===== src/rtl/cla_pkg.sv =====
package cla_pkg;
  localparam int DEF_GRP_W   = 4;
  localparam int DEF_NUM_GRP = 4;

  typedef struct packed {
    logic gen;
    logic prop;
  } grpTerm_t;
endpackage


===== src/rtl/cla_group.sv =====
module cla_group
  import cla_pkg::*;
#(
  parameter int GRP_W = DEF_GRP_W
) (
  input  logic [GRP_W-1:0] a,
  input  logic [GRP_W-1:0] b,
  input  logic             cin,
  output logic [GRP_W-1:0] sum,
  output grpTerm_t         term
);
  logic [GRP_W-1:0] bitGen;
  logic [GRP_W-1:0] bitProp;
  logic [GRP_W-1:0] bitCarry;

  assign bitGen  = a & b;
  assign bitProp = a | b;

  // each carry is a flat sum of products over bit generate/propagate and cin
  always_comb begin
    logic acc;
    logic run;
    bitCarry[0] = cin;
    for (int k = 1; k < GRP_W; k++) begin
      acc = 1'b0;
      run = 1'b1;
      for (int j = k - 1; j >= 0; j--) begin
        acc = acc | (bitGen[j] & run);
        run = run & bitProp[j];
      end
      bitCarry[k] = acc | (run & cin);
    end
  end

  always_comb begin
    logic acc;
    logic run;
    acc = 1'b0;
    run = 1'b1;
    for (int j = GRP_W - 1; j >= 0; j--) begin
      acc = acc | (bitGen[j] & run);
      run = run & bitProp[j];
    end
    term.gen  = acc;
    term.prop = run;
  end

  assign sum = a ^ b ^ bitCarry;
endmodule


===== src/rtl/cla_lookahead.sv =====
module cla_lookahead
  import cla_pkg::*;
#(
  parameter int NUM_GRP = DEF_NUM_GRP
) (
  input  grpTerm_t [NUM_GRP-1:0] terms,
  input  logic                   cin,
  output logic     [NUM_GRP:0]   groupCarry
);
  // carry into every group, expanded flat across group terms
  always_comb begin
    logic acc;
    logic run;
    groupCarry[0] = cin;
    for (int k = 1; k <= NUM_GRP; k++) begin
      acc = 1'b0;
      run = 1'b1;
      for (int j = k - 1; j >= 0; j--) begin
        acc = acc | (terms[j].gen & run);
        run = run & terms[j].prop;
      end
      groupCarry[k] = acc | (run & cin);
    end
  end
endmodule


===== src/rtl/cla_adder16.sv =====
module cla_adder16
  import cla_pkg::*;
#(
  parameter int GRP_W   = DEF_GRP_W,
  parameter int NUM_GRP = DEF_NUM_GRP,
  localparam int DATA_W = GRP_W * NUM_GRP
) (
  input  logic [DATA_W-1:0] opA,
  input  logic [DATA_W-1:0] opB,
  input  logic              carryIn,
  output logic [DATA_W-1:0] sumOut,
  output logic              carryOut
);
  grpTerm_t [NUM_GRP-1:0] grpTerms;
  logic     [NUM_GRP:0]   groupCarry;

  for (genvar g = 0; g < NUM_GRP; g++) begin : gen_grp
    cla_group #(.GRP_W(GRP_W)) u_grp (
      .a   (opA[g*GRP_W +: GRP_W]),
      .b   (opB[g*GRP_W +: GRP_W]),
      .cin (groupCarry[g]),
      .sum (sumOut[g*GRP_W +: GRP_W]),
      .term(grpTerms[g])
    );
  end

  cla_lookahead #(.NUM_GRP(NUM_GRP)) u_look (
    .terms     (grpTerms),
    .cin       (carryIn),
    .groupCarry(groupCarry)
  );

  assign carryOut = groupCarry[NUM_GRP];
endmodule


===== config.mk =====
export PLATFORM = sky130hd
export DESIGN_NAME = cla_adder16
export DESIGN_NICKNAME = d
export VERILOG_FILES = /design/src/rtl/cla_pkg.sv /design/src/rtl/cla_group.sv /design/src/rtl/cla_lookahead.sv /design/src/rtl/cla_adder16.sv
export SDC_FILE = /design/constraint.sdc
export NUM_CORES = 1
export LEC_CHECK = 0
export BUFFER_PORTS_ARGS = -buffer_cell sky130_fd_sc_hd__buf_2
export CAP_MARGIN = 25
export CORE_UTILIZATION = 46
export DETAILED_ROUTE_END_ITERATION = 6
export GPL_ROUTABILITY_DRIVEN = 0
export PLACE_DENSITY = 0.78
export RECOVER_POWER = 25
export SLEW_MARGIN = 5
export SYNTH_ARGS = -nofsm -noshare
export SYNTH_HDL_FRONTEND = slang
export SYNTH_SLANG_ARGS = --single-unit

===== constraint.sdc =====
create_clock -name vclk -period 1.7
set_input_delay 0 -clock vclk [all_inputs]
set_output_delay 0 -clock vclk [all_outputs]
set_load 0.01 [all_outputs]

==> summary.txt <==
Synth
  • Yosys warns: 0
  • Syn nets: between 200 and 250
  • Seq/Total Area, Yosys: 0
  • Mean Syn Cell Area: 7.60 um^2
  • Yosys top cell by area: ha_1
  • Unique masters post-synth: 40
  • Mapped cell area: between 1000 and 1500 um^2
  • Synthesized instance count: about 150
  • Synth area leaders: ha_1 35%, inv_1 13%, fa_1 7.1%, xor2_1 3.9%, a21oi_1 3.1%
  • Proportion of netlist area held by the largest area contributor: 0.354

Timing
  • Worst setup margin: -0.175 ns
  • Setup_tns: -0.788 ns
  • Tmin final: roughly 1.9 ns
  • Peak Freq: 533 MHz
  • Hold Vio Cnt, Final: 0
  • Worst rel slew slack: 0.717
  • Hold WS: about 0.38 ns
  • Max-slew violations: 0
  • RSZ-0062 raised after global routing: true
  • Least-Margin Pin Slew: 0.422 ns
  • Endpoints failing setup: 7
  • Period utilization: 1.10

Floorplanning
  • Die Wd: between 50 and 60 um
  • Ports: 50
  • Row cnt: 17
  • Initial Util: 0.498
  • Die Height: 51.6 um
  • Die area: ~2700 um^2
  • Total core area: roughly 2300 um^2

Placed design
  • HPWL Detailed: about 2400 um
  • Pre-CTS setup slack: -0.250 ns
  • Port bufs: 50

Drt
  • WL final: 3630 um
  • DR pass1 iterations: 4
  • Post-DRT Antenna Nets: 0
  • Initial drt markers: 12
  • Routed len/inst: 14.5 um
  • Vias per std cell: ~5.3
  • Routed via count: roughly 1,300
  • Number of remaining DRC errors: 0

Critical path
  • Worst Path Class, Setup: input port to primary output
  • CP Max Fanout: 3
  • CP Capture Type: primary output
  • Critical Path Source Type: input port
  • Worst EP required: around 1.7 ns
  • Arrival @ worst endpoint: 1.88 ns

Global route
  • Vias in the first global route: about 1,300
  • Total GRT Usage: 0.250
  • Global-route wire length before repair: 5300 um
  • Initial antenna violation count: 0
  • Grt total ovfl: 0
  • Largest net degree at the start of global routing: 6

Run status
  • Status: complete, but fails checks
  • Failing checks: negative setup slack

Layout
  • Final core occ: 0.806
  • Num sequential: 0
  • Most common cell after layout, fill and taps aside: buf_2
  • Share of layout cells above drive strength 1: 0.477
  • Clock buffer cells: 0
  • Commonest non-fill, non-tap cells in the layout: 41 x buf_2, 33 x inv_1, 27 x ha_1
  • Layout area overhead: 62.0%
  • Ant. Diodes: 0
  • FILL cells: roughly 140
  • Area of the multi-input gates: 1140 um^2
  • Final net count: roughly 290
  • FF+latch area: 0 um^2

Worst hold path
  • WHS Endpoint: sumOut[8]
  • HP Class: input port to primary output
  • Hold Startpoint: opB[8]
  • Worst Hold Depth: 3

Power
  • Pleak: around 1 nW
  • Pwr dens: 356 nW/um^2
  • Peak VDD IR: about 0.00023 V
  • Total Power Consumption: 652 uW

Job
  • Max_cap viols: 0
cell type report:
| class | instances | share of cell area |
|---|---|---|
| repair buffers | 73 | 0.271 |
| multi-input cells | 109 | 0.619 |
| inverters | 40 | 0.0900 |
| well taps | 28 | 0.0191 |
power by group:
group / internal, mW / leakage, nW / switching [mW] / total [mW]
Sequential: 0 / 0 / 0 / 0
Clock: 0 / 0 / 0 / 0
Combinational: 0.329 / 1.00 / 0.324 / 0.652
Total: 0.329 / 1.00 / 0.324 / 0.652
cells in the mapped netlist (3+ instances only):
cell and n:
a21oi_1 7, fa_1 4, ha_1 32, inv_1 40, nand2_1 5, nand2b_1 3
nor2_1 9, nor4_1 3, o31ai_1 3, xnor2_1 4, xor2_1 5
timing repair:
item | CTS | global route
buffers inserted | 6 | 3
cloned | 0 | 0
hold buffers | 0 | 0
pin swaps | 13 | 16
endpoints found under the setup margin | 8 | 13
gates resized for setup | 35 | 20
worst max-delay path, stage by stage:
cell	delay, ns
buf_8	0.10
inv_6	0.05
ha_4	0.16
inv_2	0.05
a221oi_4	0.30
buf_4	0.17
a21oi_4	0.05
or3_4	0.35
fa_2	0.54
buf_6	0.10
cell families after synthesis:
family | after synthesis | synth area share
AOI/OAI and AO/OA | 28 | 0.189
xor gates and xnor gates | 9 | 0.0696
adders and majority gates | 36 | 0.424
buffers and inverters | 40 | 0.133
and+or+nand+nor | 36 | 0.185
worst max-delay path by stage:
| stage | from | to | slack (ns) | cells past startpoint |
|---|---|---|---|---|
| finish | opA[3] | sumOut[12] | -0.18 | 10 |
| global route | opB[0] | sumOut[8] | -0.25 | 9 |
| CTS | opB[0] | sumOut[8] | -0.16 | 9 |
| detailed placement | opA[0] | sumOut[8] | -0.25 | 9 |
| global placement | opA[0] | sumOut[8] | -0.24 | 9 |
| floorplan | opA[0] | sumOut[8] | 0.004 | 7 |
through the flow:
stage / instances / area [um^2]
2_1_floorplan: 149 / 1150
3_3_place_gp: 242 / 1550
3_5_place_dp: 242 / 1550
4_1_cts: 248 / 1720
5_1_grt: 250 / 1830
6_report: 250 / 1830
routing by layer:
layer,GRT usage,wire length (um),vias up
met5,0,0,-
met2,0.561,2150,56
met3,0.00292,122,12
met1,0.249,1240,622
met4,0.0315,117,0
li1,-,-,633
(Power assumes the default switching activity.)
